### config.mk
export PLATFORM = sky130hd
export DESIGN_NAME = usb_irq_err_ctl
export DESIGN_NICKNAME = d
export VERILOG_FILES = /design/src/rtl/usb_ie_pkg.sv /design/src/rtl/usb_bitstuff_mon.sv /design/src/rtl/usb_td_errcnt.sv /design/src/rtl/usb_desc_check.sv /design/src/rtl/usb_irq_err_ctl.sv
export SDC_FILE = /design/constraint.sdc
export NUM_CORES = 1
export LEC_CHECK = 0
export ABC_CLOCK_PERIOD_IN_PS = 2200
export BUFFER_PORTS_ARGS = -buffer_cell sky130_fd_sc_hd__buf_2
export CAP_MARGIN = 20
export CORE_MARGIN = 2
export CORE_UTILIZATION = 41
export DETAILED_ROUTE_END_ITERATION = 7
export GPL_TIMING_DRIVEN = 0
export PLACE_DENSITY_LB_ADDON = 0.15
export RECOVER_POWER = 50
export SLEW_MARGIN = 0
export SYNTH_ARGS = -nofsm -noshare
export SYNTH_HDL_FRONTEND = slang
export SYNTH_HIERARCHICAL = 1
export SYNTH_SLANG_ARGS = --single-unit
### constraint.sdc
create_clock -name clk -period 2.2 [get_ports clk]
set_clock_uncertainty 0.2 [all_clocks]
set_input_delay 0.66 -clock clk [delete_from_list [all_inputs] [get_ports clk]]
set_output_delay 0.66 -clock clk [all_outputs]
set_load 0.05 [all_outputs]
### src/rtl/usb_ie_pkg.sv
package usb_ie_pkg;
  localparam int ST_USBERR = 0;
  localparam int ST_RESUME = 1;
  localparam int ST_HSE    = 2;
  localparam int ST_PROC   = 3;
  localparam int ST_W      = 4;
  localparam int EN_W      = 2;

  localparam logic [7:0] PID_IN    = 8'h69;
  localparam logic [7:0] PID_OUT   = 8'hE1;
  localparam logic [7:0] PID_SETUP = 8'h2D;

  typedef enum logic [1:0] {
    REG_CMD    = 2'd0,
    REG_STATUS = 2'd1,
    REG_IEN    = 2'd2
  } reg_addr_e;
endpackage

### src/rtl/usb_bitstuff_mon.sv
module usb_bitstuff_mon #(
  parameter int STUFF_RUN = 6
) (
  input  logic clk,
  input  logic rst_n,
  input  logic rx_valid,
  input  logic rx_sop,
  input  logic rx_bit,
  output logic stuff_err
);
  localparam int CNT_W = $clog2(STUFF_RUN + 1);

  logic [CNT_W-1:0] ones_q;

  assign stuff_err = rx_valid && rx_bit && !rx_sop && (ones_q == CNT_W'(STUFF_RUN));

  always_ff @(posedge clk) begin
    if (!rst_n) begin
      ones_q <= '0;
    end else if (rx_valid) begin
      if (rx_sop)         ones_q <= rx_bit ? CNT_W'(1) : '0;
      else if (!rx_bit)   ones_q <= '0;
      else if (stuff_err) ones_q <= '0;
      else                ones_q <= ones_q + 1'b1;
    end
  end

  AST_ZERO_BREAKS_RUN: assert property (@(posedge clk) disable iff (!rst_n)
    (rx_valid && !rx_bit) |=> !stuff_err);
endmodule

### src/rtl/usb_td_errcnt.sv
module usb_td_errcnt #(
  parameter int CERR_W = 2
) (
  input  logic              clk,
  input  logic              rst_n,
  input  logic              load,
  input  logic [CERR_W-1:0] cerr_init,
  input  logic              err,
  input  logic              eof,
  output logic [CERR_W-1:0] cerr,
  output logic              active,
  output logic              stalled,
  output logic              eof_flag
);
  logic pend_q;
  logic dec;
  logic hit;

  assign dec      = !load && err && active && (cerr != '0);
  assign hit      = dec && (cerr == CERR_W'(1));
  assign eof_flag = eof && (pend_q || hit);

  always_ff @(posedge clk) begin
    if (!rst_n) begin
      cerr    <= '0;
      active  <= 1'b0;
      stalled <= 1'b0;
    end else if (load) begin
      cerr    <= cerr_init;
      active  <= 1'b1;
      stalled <= 1'b0;
    end else if (dec) begin
      cerr <= cerr - 1'b1;
      if (hit) begin
        active  <= 1'b0;
        stalled <= 1'b1;
      end
    end
  end

  always_ff @(posedge clk) begin
    if (!rst_n)   pend_q <= 1'b0;
    else if (eof) pend_q <= 1'b0;
    else if (hit) pend_q <= 1'b1;
  end

  AST_STALL_NOT_ACTIVE: assert property (@(posedge clk) disable iff (!rst_n)
    stalled |-> !active);
  AST_SINGLE_DECREMENT: assert property (@(posedge clk) disable iff (!rst_n)
    (!load && err && active && cerr != '0) |=> (cerr == $past(cerr) - 1'b1));
endmodule

### src/rtl/usb_desc_check.sv
module usb_desc_check #(
  parameter int MAXLEN_W     = 11,
  parameter int MAXLEN_LIMIT = 1280
) (
  input  logic                chk_valid,
  input  logic [7:0]          chk_pid,
  input  logic [MAXLEN_W-1:0] chk_maxlen,
  output logic                proc_err
);
  import usb_ie_pkg::*;

  logic pid_ok;
  logic len_ok;

  always_comb begin
    pid_ok = (chk_pid == PID_IN) || (chk_pid == PID_OUT) || (chk_pid == PID_SETUP);
    len_ok = chk_maxlen < MAXLEN_W'(MAXLEN_LIMIT);
    proc_err = chk_valid && !(pid_ok && len_ok);
  end
endmodule

### src/rtl/usb_irq_err_ctl.sv
module usb_irq_err_ctl
  import usb_ie_pkg::*;
#(
  parameter int CERR_W       = 2,
  parameter int STUFF_RUN    = 6,
  parameter int MAXLEN_W     = 11,
  parameter int MAXLEN_LIMIT = 1280
) (
  input  logic                clk,
  input  logic                rst_n,
  input  logic                rx_valid,
  input  logic                rx_sop,
  input  logic                rx_bit,
  input  logic                buf_err,
  input  logic                td_load,
  input  logic [CERR_W-1:0]   td_cerr_init,
  output logic [CERR_W-1:0]   td_cerr,
  output logic                td_active,
  output logic                td_stalled,
  input  logic                chk_valid,
  input  logic [7:0]          chk_pid,
  input  logic [MAXLEN_W-1:0] chk_maxlen,
  input  logic                parity_err,
  input  logic                master_abort,
  input  logic                target_abort,
  input  logic                suspended,
  input  logic                resume_det,
  input  logic                eof,
  input  logic                sw_wr,
  input  logic [1:0]          sw_addr,
  input  logic [ST_W-1:0]     sw_wdata,
  output logic                run_stop,
  output logic                halted,
  output logic [ST_W-1:0]     status,
  output logic [EN_W-1:0]     int_en,
  output logic                irq
);
  logic stuff_err;
  logic proc_err;
  logic usberr_set;
  logic hse_set;
  logic fault;
  logic wr_cmd, wr_sts, wr_ien;
  logic [ST_W-1:0] sts_set;
  logic [ST_W-1:0] sts_clr;

  usb_bitstuff_mon #(.STUFF_RUN(STUFF_RUN)) stuff_i (
    .clk(clk), .rst_n(rst_n), .rx_valid(rx_valid), .rx_sop(rx_sop),
    .rx_bit(rx_bit), .stuff_err(stuff_err)
  );

  usb_td_errcnt #(.CERR_W(CERR_W)) td_i (
    .clk(clk), .rst_n(rst_n), .load(td_load), .cerr_init(td_cerr_init),
    .err(buf_err || stuff_err), .eof(eof), .cerr(td_cerr),
    .active(td_active), .stalled(td_stalled), .eof_flag(usberr_set)
  );

  usb_desc_check #(.MAXLEN_W(MAXLEN_W), .MAXLEN_LIMIT(MAXLEN_LIMIT)) chk_i (
    .chk_valid(chk_valid), .chk_pid(chk_pid), .chk_maxlen(chk_maxlen),
    .proc_err(proc_err)
  );

  always_comb begin
    hse_set = parity_err || master_abort || target_abort;
    fault   = hse_set || proc_err;
    wr_cmd  = sw_wr && (sw_addr == REG_CMD);
    wr_sts  = sw_wr && (sw_addr == REG_STATUS);
    wr_ien  = sw_wr && (sw_addr == REG_IEN);
    sts_set            = '0;
    sts_set[ST_USBERR] = usberr_set;
    sts_set[ST_RESUME] = resume_det && suspended;
    sts_set[ST_HSE]    = hse_set;
    sts_set[ST_PROC]   = proc_err;
    sts_clr = wr_sts ? sw_wdata : '0;
  end

  always_ff @(posedge clk) begin
    if (!rst_n) begin
      status <= '0;
      int_en <= '0;
    end else begin
      status <= (status & ~sts_clr) | sts_set;
      if (wr_ien) int_en <= sw_wdata[EN_W-1:0];
    end
  end

  always_ff @(posedge clk) begin
    if (!rst_n) begin
      run_stop <= 1'b0;
      halted   <= 1'b1;
    end else if (fault) begin
      run_stop <= 1'b0;
      halted   <= 1'b1;
    end else if (wr_cmd) begin
      run_stop <= sw_wdata[0];
      halted   <= !sw_wdata[0];
    end
  end

  assign irq = (status[ST_USBERR] && int_en[0]) || (status[ST_RESUME] && int_en[1])
             || status[ST_HSE] || status[ST_PROC];

  AST_PROC_STOPS: assert property (@(posedge clk) disable iff (!rst_n)
    proc_err |=> (halted && !run_stop && status[ST_PROC]));
  AST_FAULT_STOPS: assert property (@(posedge clk) disable iff (!rst_n)
    hse_set |=> (!run_stop && status[ST_HSE]));
  AST_FATAL_UNMASKED: assert property (@(posedge clk) disable iff (!rst_n)
    (status[ST_HSE] || status[ST_PROC]) |-> irq);
  AST_CLEAR_RESUME: assert property (@(posedge clk) disable iff (!rst_n)
    (wr_sts && sw_wdata[ST_RESUME] && !(resume_det && suspended)) |=> !status[ST_RESUME]);
endmodule

# [Word-level counts from Yosys, hierarchy flattened]
# Index checks and enable logic that the tools add are counted.
[op_classes] n_addsub=2 magnitude_cmp=1 n_eq_ne=7 mux=10 bitwise=4 n_reduce_logical=39
[op_table] operator="logical AND 1 bit" n=16
[op_table] operator="less-than comparator 11 bit (second input constant)" n=1
[op_table] operator="logical OR 1 bit" n=10
[op_table] operator="2-to-1 mux 3 bit" n=3
[op_table] operator="equality test 8 x 6 -> 1 bit (second input constant)" n=1
[op_table] operator="equality test 8 x 7 -> 1 bit (second input constant)" n=1
[op_table] operator="equality test 8 bit (second input constant)" n=1
[op_table] operator="nonzero test 2 bit" n=3
[op_table] operator="OR reduction 2 bit" n=3
[op_table] operator="AND 4 bit" n=1
[op_table] operator="equality test 2 x 1 -> 1 bit (second input constant)" n=2
[op_table] operator="logical NOT 1 bit" n=4
[op_table] operator="2-to-1 mux 1 bit" n=4
[op_table] operator="2-to-1 mux 2 bit" n=2
[op_table] operator="2-to-1 mux 4 bit" n=1
[op_table] operator="NOT 4 bit" n=1
[op_table] operator="bitwise OR 4 bit" n=1
[op_table] operator="AND reduction 2 bit" n=2
[op_table] operator="adder 3 x 1 -> 3 bit (second input constant)" n=1
[op_table] operator="equality test 3 bit (second input constant)" n=1
[op_table] operator="equality test 2 bit (second input constant)" n=1
[op_table] operator="logical NOT 2 bit" n=1
[op_table] operator="subtractor 2 x 1 -> 2 bit (second input constant)" n=1
[op_table] operator="NOT 1 bit" n=1
[word_totals] regBits=16 in_bits=42 output_inout_bits=13 wordCells=72

# [Depth between registers and ports, before layout]
# Gate-level depths: netlist (run 1).
[logic_depth] ltp_word=11 ltp_mapped=10 ltp_nobuf=10

# [Hierarchy]
# The synthesis (run 1) kept the hierarchy.
[by_module_without_submodules] module="usb_irq_err_ctl" n_inst=1 cells_per_inst=38 area_per_inst_um2=359.1 seq_area_each_um2=160.2
[by_module_without_submodules] module="usb_td_errcnt" n_inst=1 cells_per_inst=25 area_per_inst_um2=249.0 seq_area_each_um2=100.1
[by_module_without_submodules] module="usb_bitstuff_mon" n_inst=1 cells_per_inst=21 area_per_inst_um2=190.2 seq_area_each_um2=60.1
[by_module_without_submodules] module="usb_desc_check" n_inst=1 cells_per_inst=9 area_per_inst_um2=53.8 seq_area_each_um2=0.0

# [Worst setup path before layout (run 1)]
# No wires, ideal clock.
[synth_path] kind="reg-to-reg" start="register td_i.cerr[0]" end="register status[0]" setup_time_ns=0.074 arrival_time_ns=1.738 required_time_ns=1.926 slack_ns=0.188 path_stages_with_launch=8 n_path_buf=0 synth_period_minus_slack_ns=2.012 cell_sequence="dfxtp_1 inv_1 ha_1 and4bb_4 a21oi_2 nor2b_1 o21ai_0 a31oi_1"
[synth_via] elab_chain_len=6 word_cells_on_any_way=7 classes_between="1 x eq/ne; 1 x bitwise; 5 x reduce/logical"
[synth_lines] element="from (decl)" line="usb_td_errcnt.sv:10" rtl="output logic [CERR_W-1:0] cerr,"
[synth_lines] element="from (signal assigned)" line="usb_td_errcnt.sv:29" rtl="cerr <= cerr_init;"
[synth_lines] element="from (signal assigned)" line="usb_td_errcnt.sv:33" rtl="cerr <= cerr - 1'b1;"
[synth_lines] element="nonzero test 2 bit" line="usb_td_errcnt.sv:19" rtl="assign dec = !load && err && active && (cerr != '0);"
[synth_lines] element="logical AND 1 bit" line="usb_td_errcnt.sv:19"
[synth_lines] element="logical AND 1 bit *" line="usb_td_errcnt.sv:20" rtl="assign hit = dec && (cerr == CERR_W'(1));"
[synth_lines] element="logical OR 1 bit *" line="usb_td_errcnt.sv:21" rtl="assign eof_flag = eof && (pend_q || hit);"
[synth_lines] element="logical AND 1 bit *" line="usb_td_errcnt.sv:21"
[synth_lines] element="via usberr_set" line="usb_irq_err_ctl.sv:40" rtl="logic usberr_set;"
[synth_lines] element="bitwise OR 4 bit *" line="usb_irq_err_ctl.sv:82" rtl="status <= (status & ~sts_clr) | sts_set;"
[synth_lines] element="to (signal assigned)" line="usb_irq_err_ctl.sv:82"
[synth_lines] element="to (decl)" line="usb_irq_err_ctl.sv:34" rtl="output logic [ST_W-1:0] status,"
# The timed path passes the listed nets; every way through them passes the cells marked *.
# A chain may end at the register's enable or synchronous reset.

# [Worst setup path after layout (run 1)]
[layout_path] start="register stuff_i.ones_q[0]" end="register status[0]"
[layout_via] elab_chain_len=10
[layout_lines] element="from (decl)" line="usb_bitstuff_mon.sv:13" rtl="logic [CNT_W-1:0] ones_q;"
[layout_lines] element="from (signal assigned)" line="usb_bitstuff_mon.sv:21" rtl="if (rx_sop) ones_q <= rx_bit ? CNT_W'(1) : '0;"
[layout_lines] element="from (signal assigned)" line="usb_bitstuff_mon.sv:24" rtl="else ones_q <= ones_q + 1'b1;"
[layout_lines] element="equality test 3 bit" line="usb_bitstuff_mon.sv:15" rtl="assign stuff_err = rx_valid && rx_bit && !rx_sop && (ones_q == CNT_W'(STUFF_RUN));"
[layout_lines] element="logical AND 1 bit" line="usb_bitstuff_mon.sv:15"
[layout_lines] element="via stuff_err" line="usb_irq_err_ctl.sv:38" rtl="logic stuff_err;"
[layout_lines] element="logical OR 1 bit" line="usb_irq_err_ctl.sv:54" rtl=".err(buf_err || stuff_err), .eof(eof), .cerr(td_cerr),"
[layout_lines] element="logical AND 1 bit (3 in a row)" line="usb_td_errcnt.sv:19"
[layout_lines] element="logical AND 1 bit" line="usb_td_errcnt.sv:20"
[layout_lines] element="logical OR 1 bit" line="usb_td_errcnt.sv:21"
[layout_lines] element="logical AND 1 bit" line="usb_td_errcnt.sv:21"
[layout_lines] element="via usberr_set" line="usb_irq_err_ctl.sv:40"
[layout_lines] element="bitwise OR 4 bit" line="usb_irq_err_ctl.sv:82"
# The timed path passes the listed nets, and every way through them passes these cells.

==> impl_metrics.tcl, run 1 <==
set metrics [dict create \
    place_area_um2 1116 \
    dp_hpwl_mm 1.508 \
    root_buffer "clkbuf_4" \
    cap_viol_max_count 0 \
    critPathLaunchType "flip-flop" \
    status "completed" \
    grt_overflow 0 \
    min_path_type "flip-flop to flip-flop" \
    firstDrtPassIters 4 \
    fin_util_pct 57.97 \
    cts_post_setup_buffers_inserted 0 \
    clk_path_buf_depth 2 \
    worstPathCellList "inv_1 > ha_1 > nand2_1 > nor2_1 > or2_2 > and4bb_4 > a21oi_2 > nor2b_1 > o21ai_0 > a31oi_1" \
    rsz0062_at_grt "no" \
    io_pins 55 \
    synth_cell_types 35 \
    postRouteAntennaNets 0 \
    cpPeakStageDelay_ps 380 \
    synthMostInstantiatedCell "dfxtp_1" \
    port_buffers 46 \
    syn_area_um2 852.1 \
    num_antenna_cells 0 \
    synth_largest_area_cell "dfxtp_1" \
    drc_errors 0 \
    synth_top_cell_area_share_pct 37.59 \
    vias_per_cell 4.965 \
    synthFlopType "dfxtp_1" \
    worstSkewPairLatency_ps 270 \
    seqCellArea_um2 320.3 \
    syn-num-nets 139 \
    cp-end-kind "flip-flop" \
    maxSlewHeadroom_pct 54.37 \
    cts_num_sinks 16 \
    multi_input_area_um2 491.7 \
    netlist_top_cells_area "dfxtp_1 (38%), ha_1 (5.9%), mux2i_1 (4.7%)" \
    grt.total_usage_pct 16.01 \
    yosysWarnings 6 \
    path_delay_family "simple AND/OR/NAND/NOR gates" \
    syn_to_final_growth_pct 33.48 \
    n_fill_cell 199 \
    ys_async_sr_fraction_pct 0 \
    critical_path_arrival_ps 2010 \
    antenna_found_initial 0 \
    netlist_top_cells_count "dfxtp_1 (16), inv_1 (9), nand2_1 (7), nor2_1 (6), nand3b_1 (5)" \
    cts_tree "done" \
    htreeDepth 1 \
    critPathSlowestCell "dfxtp_1" \
    worst_pin_slew_ps 684.5 \
    leakage_nw 0.5134 \
    die_y_um 49.59 \
    synth_edf_count 0 \
    irDropWorstVdd_v 0.0002667 \
    ctsHoldBuffers 0 \
    drt_wl_total_mm 1.863 \
    syn_inst 93 \
    dr.first_iter.drc_count 7 \
    cts_resized 0 \
    power_per_cell_area_nw_per_um2 554.4 \
    first_global_vias 781 \
    place_inst 166 \
    crit_fanout 7 \
    grt_pass1_wl_mm 3.153 \
    fmax_mhz 489.0 \
    final_max_slew_viol_count 0 \
    cts_buffers 3 \
    start_util_pct 43.43 \
    postSynthAreaPerCell_um2 9.162 \
    critPathKind "flip-flop to flip-flop" \
    core-area_um2 1962 \
    drive_above_1_share_pct 34.97 \
    grt_max_degree 18 \
    path_buf_inv 1 \
    fin_nets 190 \
    ys_seq_elements 16 \
    finalHoldViolCount 0 \
    fin_cells 170 \
    ys_seq_area_share_pct 37.59 \
    fin_crit_sh_pct 92.96 \
    die_w_um 49.59 \
    required_ps 2170 \
    clk_pin_slew_ps 90 \
    rows 16 \
    place_congestion 0.6911 \
    routedWlPerCell_um 10.96 \
    die-area_um2 2459 \
    via_count 844 \
    fin_area_um2 1137 \
    fin_crit_ps 2045 \
    setup-violations-final 0 \
]
per-stage QoR:
stage	hold slack [ps]	setup WS, ps	TNS (ps)	total power, mW
2_1_floorplan	275.9	188.1	0	0.3929
3_3_place_gp	284.9	-26.08	-26.08	0.4480
3_5_place_dp	296.4	-40.40	-40.40	0.4517
4_1_cts	314.9	144.8	0	0.6419
5_1_grt	325.5	22.20	0	0.6686
6_report	307.5	155.0	0	0.6306
worst min-delay path: stages, from the launching register on:
cell      delay (ps)
dfxtp_1          340
nand3b_1          80
nand2_1           50
per-layer routing:
layer / track usage [%] / up-vias / share of wire, %
met4: 4.167 / 0 / 0
li1: - / 442 / -
met2: 28.00 / 27 / 48
met3: 3.939 / 0 / 6.7
met1: 19.43 / 375 / 45
met5: 0 / - / 0
cell usage in the layout, fill, tap and decap left out, types with 4 or more instances in the layout:
cell,n
buf_2,39
o21ai_0,4
ha_1,4
dfxtp_1,16
nand2_1,7
inv_1,9
clkbuf_1,7
a31oi_1,4
nand3b_1,5
mux2i_1,4
nor2_1,6
state kept, by name, indices dropped and copies added (netlist names), 2 cells and up:
signal and cells:
td_i/cerr 2, stuff_i/ones_q 3, status 4, int_en 2
path summary, 6_finish.rpt:
check | startpoint | end | depth (start not counted) | slack [ps]
worst min-delay path | stuff_i/ones_q[0] | stuff_i/ones_q[0] | 2 | 310
worst max register to register | stuff_i/ones_q[0] | status[0] | 10 | 150
worst min register to register | stuff_i/ones_q[0] | stuff_i/ones_q[0] | 2 | 310
worst max-delay path | stuff_i/ones_q[0] | status[0] | 10 | 150
logic make-up (layout without fill, tap and decap cells):
family	count (synthesis)	in the layout	synth area share, %
buf+inv	9	59	3.964
flops	16	16	37.59
mux	4	4	4.699
compound gates	25	25	21.88
simple gates	35	35	25.99
fa+ha+maj	4	4	5.874
layout make-up:
class / count / share of cell area, %
multi-input cells: 68 / 43.23
flip-flops and latches: 16 / 28.16
repair buffers: 46 / 19.47
clock buffers: 4 / 3.190
inverters: 9 / 2.970
well taps: 27 / 2.970
where the power goes:
group / switching [mW] / leakage [nW] / internal, mW / total [mW]
combinational: 0.0820 / 0.361 / 0.0520 / 0.134
sequential: 0.00826 / 0.131 / 0.300 / 0.308
clock: 0.0879 / 0.0210 / 0.101 / 0.188
Note: power is estimated with default switching activity, not from simulation.
==> inputs of run 2 (changes only) <==
--- a/config.mk
+++ b/config.mk
@@ -17,5 +17,4 @@
 export SLEW_MARGIN = 0
 export SYNTH_ARGS = -nofsm -noshare
 export SYNTH_HDL_FRONTEND = slang
-export SYNTH_HIERARCHICAL = 1
 export SYNTH_SLANG_ARGS = --single-unit
==> run 2 against run 1 <==
Sequential cell count unchanged; power up 0.33%; first-iteration DRC count up 43%; combinational power hardly changed; cell count down 1.2%; non-clock buffer count is 1 higher; clock-buffer cell count stayed put; global-route usage up 0.61 points; synthesized area is 0.29% lower; via count down 0.71%; critical path depth is 7 lower; sequential share of layout area rose by 0.093 points; largest power group unchanged.
==> impl_metrics.tcl, run 2 <==
set metrics [dict create \
    crit_fanout 3 \
    drc_errors 0 \
    n_fill_cell 210 \
    synthMostInstantiatedCell "dfxtp_1" \
    clk_pin_slew_ps 90 \
    synthFlopType "dfxtp_1" \
    place_congestion 0.8226 \
    cts_buffers 3 \
    largest-register "status" \
    yosysWarnings 0 \
    combinationalPowerShare_pct 21.0 \
    ys_async_sr_fraction_pct 0 \
    layout_common_cells "buf_2 (42), dfxtp_1 (16), nand2_1 (9), inv_1 (7), o21ai_0 (6)" \
    place_area_um2 1114 \
    clk_path_buf_depth 2 \
    syn_to_final_growth_pct 33.43 \
    worstSkewPairLatency_ps 280 \
    die_y_um 49.52 \
    setup_tns_ps 0 \
    fin_nets 188 \
    rows 16 \
    reg2regPathDepth 6 \
    netlist_top_cells_area "dfxtp_1 (38%), ha_1 (5.9%), nand2_1 (4.0%)" \
    core-area_um2 1962 \
    p_sw_mw 0.1786 \
    num_antenna_cells 0 \
    syn_area_um2 849.6 \
    dr.first_iter.drc_count 10 \
    ys_seq_elements 16 \
    sw_frac_of_total_pct 28.22 \
    routedWlPerCell_um 11.37 \
    synth_top_cell_area_share_pct 37.70 \
    cpPeakStageDelay_ps 340 \
    critPathKind "flip-flop to output pin" \
    finalHoldViolCount 0 \
    largest_reg_flops 4 \
    cap_viol_max_count 0 \
    hold_depth 2 \
    power_per_cell_area_nw_per_um2 558.1 \
    synth_largest_area_cell "dfxtp_1" \
    fin_crit_ps 1999 \
    leakage_nw 0.5330 \
    seq_power_share_pct 48.7 \
    critPathSlowestCell "dfxtp_1" \
    reg2reg_to "td_i.cerr[1]" \
    drive_above_1_share_pct 34.04 \
    synth_edf_count 0 \
    die_w_um 49.52 \
    critPathLaunchType "flip-flop" \
    critical_path_arrival_ps 1140 \
    root_buffer "clkbuf_4" \
    p_clk_share_pct 30.3 \
    r2r-start "td_i.cerr[0]" \
    reg_top3 "status: 4 flops, stuff_i.ones_q: 3 flops" \
    irDropWorstVdd_v 0.0004460 \
    vias_per_cell 4.988 \
    required_ps 1340 \
    fin_cells 168 \
    mostFrequentLayoutCell "buf_2" \
    cts_tree "done" \
    place_inst 164 \
    postSynthAreaPerCell_um2 9.336 \
    syn-num-nets 137 \
    grt.total_usage_pct 16.61 \
    synth_cell_types 34 \
    port_buffers 46 \
    worst_pin_slew_ps 591.2 \
    cp-end-kind "output pin" \
    ctsHoldBuffers 0 \
    ys_seq_area_share_pct 37.70 \
    hold_end "status[2]" \
    via_count 838 \
    postRouteAntennaNets 0 \
    path_delay_family "flip-flops" \
    io_pins 55 \
    antenna_found_initial 0 \
    syn_inst 91 \
    grt_pass1_wl_mm 3.194 \
    fmax_mhz 500.1 \
    reg2reg_slack_ps 210 \
    maxSlewHeadroom_pct 60.75 \
    cts_post_setup_buffers_inserted 0 \
    grt_overflow 0 \
    grt_max_degree 11 \
    intPower_mw 0.4541 \
    final_max_slew_viol_count 0 \
    status "completed" \
    setup-violations-final 0 \
    path_buf_inv 1 \
    start_util_pct 43.30 \
    cts_num_sinks 16 \
    min_path_type "flip-flop to flip-flop" \
    first_global_vias 767 \
    whs_ps 283.3 \
    worstHoldStart "status[2]" \
    worstPathCellList "a211oi_1 > nand2_1 > buf_2" \
    htreeDepth 1 \
    die-area_um2 2452 \
    drt_wl_total_mm 1.910 \
    dp_hpwl_mm 1.542 \
    cts_resized 0 \
    firstDrtPassIters 4 \
    fin_util_pct 57.78 \
    fin_crit_sh_pct 90.89 \
    fin_area_um2 1134 \
    netlist_top_cells_count "dfxtp_1 (16), nand2_1 (9), inv_1 (7), o21ai_0 (6)" \
    rsz0062_at_grt "no" \
]
==> run 2: cell types whose count changed in the layout (fill, tap and decap cells not counted), moves of 3 or more <==
cell / change
a31oi_1: -4
nand3b_1: -4
a21boi_0: +3
buf_2: +3
==> run 2: worst max path at each step <==
stage                 start  slack, ps            to  cells after the start
2_1_floorplan  td_i.cerr[0]        100  td_i.cerr[1]                      6
3_3_place_gp        td_load        240  td_i.cerr[1]                      5
3_5_place_dp        td_load        240  td_i.cerr[1]                      5
4_1_cts           status[1]        190           irq                      3
5_1_grt        td_i.cerr[0]         90  td_i.cerr[1]                      6
6_report          status[1]        200           irq                      3
==> run 2: cells by family (layout without fill, tap and decap cells) <==
logic type | after synthesis | in the layout | synth area share (%)
AND/OR/NAND/NOR | 33 | 33 | 26.66
AO/OA/AOI/OAI | 25 | 25 | 20.62
flip-flops | 16 | 16 | 37.70
buffers and inverters | 8 | 58 | 3.535
adder cells (fa/ha/maj) | 4 | 4 | 5.891
multiplexers | 3 | 3 | 3.535
XOR/XNOR | 2 | 2 | 2.062
==> run 2: cell type report <==
cell class                 count  area [um^2]  share of cell area, %
buffer                         1        3.754                 0.3311
multi-input combinational     67        488.0                  43.05
sequential                    16        320.3                  28.26
clock buffer                   4        36.28                  3.201
tap                           27        33.78                  2.980
inverter                       7        26.28                  2.318
timing repair buffer          46        225.2                  19.87
==> run 2: tightest hold or removal path, cell delays in order (launching register included) <==
cell and delay, ps:
dfxtp_1 330, nand2_1 50, a21boi_0 60
==> run 2: metrics by stage <==
stage / worst slack, ps / power, mW
2_1_floorplan: 104.2 / 0.3945
3_3_place_gp: 241.3 / 0.4474
3_5_place_dp: 236.9 / 0.4505
4_1_cts: 191.6 / 0.6439
5_1_grt: 89.23 / 0.6707
6_report: 200.5 / 0.6327
==> run 2: power groups by stage <==
stage / combinational (mW) / sequential [mW] / clock (mW)
after floorplan: 0.0486 / 0.346 / 0
after global routing: 0.147 / 0.310 / 0.214
final: 0.133 / 0.308 / 0.192
after global placement: 0.133 / 0.315 / 0
after detailed placement: 0.135 / 0.315 / 0
after CTS: 0.136 / 0.308 / 0.200
==> run 2: layer usage <==
metal / vias up / share of wire [%] / track usage (%)
li1: 431 / - / -
met1: 381 / 43 / 19.51
met2: 24 / 49 / 28.22
met3: 2 / 6.1 / 6.364
met4: 0 / 1.2 / 4.167
met5: - / 0 / 0
==> inputs of run 3 (changes only) <==
--- a/config.mk
+++ b/config.mk
@@ -5,13 +5,14 @@
 export SDC_FILE = /design/constraint.sdc
 export NUM_CORES = 1
 export LEC_CHECK = 0
-export ABC_CLOCK_PERIOD_IN_PS = 2200
+export ABC_CLOCK_PERIOD_IN_PS = 1800
 export BUFFER_PORTS_ARGS = -buffer_cell sky130_fd_sc_hd__buf_2
 export CAP_MARGIN = 20
 export CORE_MARGIN = 2
-export CORE_UTILIZATION = 41
+export CORE_UTILIZATION = 37
 export DETAILED_ROUTE_END_ITERATION = 7
 export GPL_TIMING_DRIVEN = 0
+export HOLD_SLACK_MARGIN = 0.02
 export PLACE_DENSITY_LB_ADDON = 0.15
 export RECOVER_POWER = 50
 export SLEW_MARGIN = 0
==> constraint.sdc (replaced) <==
create_clock -name clk -period 1.8 [get_ports clk]
set_clock_uncertainty 0.2 [all_clocks]
set_input_delay 0.54 -clock clk [delete_from_list [all_inputs] [get_ports clk]]
set_output_delay 0.54 -clock clk [all_outputs]
set_load 0.05 [all_outputs]
==> run 3 against run 2 <==
The run now ends with setup timing left; worst setup slack got worse by 210 ps; largest cell class unchanged; die area increased by 9.9%; critical endpoint unchanged; clock-buffer cell count unchanged; first-iteration DRC count unchanged; register-to-register slack got worse by 190 ps; sequential power increased by 23%; critical path depth unchanged; worst hold slack got worse by 67 ps; via count increased by 3.9%.
==> impl_metrics.tcl, run 3 (synthesis results as in run 2) <==
set metrics [dict create \
    status "finished, violations left" \
    violations "setup timing" \
    fin_crit_sh_pct 100.6 \
    hold_end "td_i.pend_q" \
    clk_pin_slew_ps 100 \
    cap_viol_max_count 0 \
    port_buffers 46 \
    drc_errors 0 \
    layout_common_cells "buf_2 (40), dfxtp_1 (11), nand2_1 (8), inv_1 (6), o21ai_0 (6)" \
    cp-end-kind "output pin" \
    die-area_um2 2695 \
    largest_reg_flops 4 \
    place_congestion 0.7427 \
    required_ps 1060 \
    final_max_slew_viol_count 0 \
    power_per_cell_area_nw_per_um2 655.0 \
    cts_num_sinks 16 \
    drt_wl_total_mm 1.982 \
    leakage_nw 0.5742 \
    r2r-start "stuff_i.ones_q[0]" \
    root_buffer "clkbuf_4" \
    start_util_pct 38.78 \
    worst_slack_ps -10.62 \
    finalHoldViolCount 0 \
    antenna_found_initial 0 \
    io_pins 55 \
    n_fill_cell 220 \
    reg2reg_to "td_i.cerr[1]" \
    dp_hpwl_mm 1.536 \
    whs_ps 216.6 \
    fin_nets 192 \
    die_y_um 51.92 \
    grt_pass1_wl_mm 3.139 \
    reg_top3 "status: 4 flops, stuff_i.ones_q: 3 flops" \
    grt_overflow 0 \
    fin_crit_ps 1811 \
    largest-register "status" \
    irDropWorstVdd_v 0.0003925 \
    reg2reg_slack_ps 20 \
    reg2regPathDepth 7 \
    setup_tns_ps -10.62 \
    worstHoldStart "eof" \
    rsz0062_at_grt "yes" \
    firstDrtPassIters 2 \
    worstSkewPairLatency_ps 290 \
    hold_depth 2 \
    critPathKind "flip-flop to output pin" \
    syn_to_final_growth_pct 44.18 \
    setup-violations-final 1 \
    core-area_um2 2191 \
    min_path_type "input pin to flip-flop" \
    first_global_vias 767 \
    maxSlewHeadroom_pct 73.43 \
    rows 17 \
    routedWlPerCell_um 11.46 \
    cts_tree "done" \
    mostFrequentLayoutCell "buf_2" \
    via_count 871 \
    htreeDepth 1 \
    worst_pin_slew_ps 395.1 \
    postRouteAntennaNets 0 \
    vias_per_cell 5.035 \
    die_w_um 51.92 \
    critical_path_arrival_ps 1070 \
    fmax_mhz 552.3 \
    power.total_mw 0.8023 \
    dr.first_iter.drc_count 10 \
    crit_fanout 2 \
    grt.total_usage_pct 15.76 \
    critPathLaunchType "flip-flop" \
    clk_path_buf_depth 2 \
    grt_max_degree 11 \
    fin_util_pct 55.91 \
    cts_buffers 3 \
    num_antenna_cells 0 \
    drive_above_1_share_pct 44.83 \
]
## run 3: per-layer routing
layer | track usage, % | share of wire, %
met1 | 18.10 | 42
met2 | 27.85 | 51
met3 | 4.310 | 5.9
met4 | 5.263 | 0.86
met5 | 0 | 0
## run 3: worst max path at each step
stage                 startpoint           end  slack, ps  depth (start not counted)
floorplan           td_i.cerr[1]  td_i.cerr[1]        -20                          6
global placement         td_load  td_i.cerr[1]        -30                          5
detailed placement       td_load  td_i.cerr[1]        -40                          5
CTS                    int_en[1]           irq        -20                          3
global route           int_en[1]           irq        -90                          3
finish                 int_en[1]           irq        -10                          3
## run 3: final cells by class
class / instances / area [um^2] / share of cell area [%]
clock buffer: 4 / 36.28 / 2.962
buffer: 1 / 3.754 / 0.3064
tap: 28 / 35.03 / 2.860
multi-input combinational: 67 / 525.5 / 42.90
sequential: 16 / 331.6 / 27.07
inverter: 7 / 26.28 / 2.145
timing repair buffer: 50 / 266.5 / 21.76
## run 3: through the flow
stage                     instances  area, um^2  setup WS [ps]
after CTS                       172        1215         -22.46
after floorplan                  91       859.6         -22.79
after global routing            173        1225         -93.74
after global placement          165        1125         -33.65
final                           173        1225         -10.62
after detailed placement        165        1125         -44.64
## run 3: repair_timing
| action | in CTS | in global routing |
|---|---|---|
| setup buffers | 3 | 1 |
| gates resized for setup | 7 | 5 |
| cloned | 0 | 0 |
| setup endpoints to repair | 2 | 7 |
| hold buffers | 0 | 0 |
| pin swaps | 2 | 1 |
## run 3: worst max-delay path, stage by stage, from the launching register on
cell and delay (ps):
dfxtp_2 340, a211oi_2 220, nand2_2 70, buf_6 150
## run 3: power by group
part | switching [mW] | internal (mW)
combinational | 0.101 | 0.0780
clock | 0.121 | 0.123
sequential | 0.0120 | 0.367
total | 0.234 | 0.568
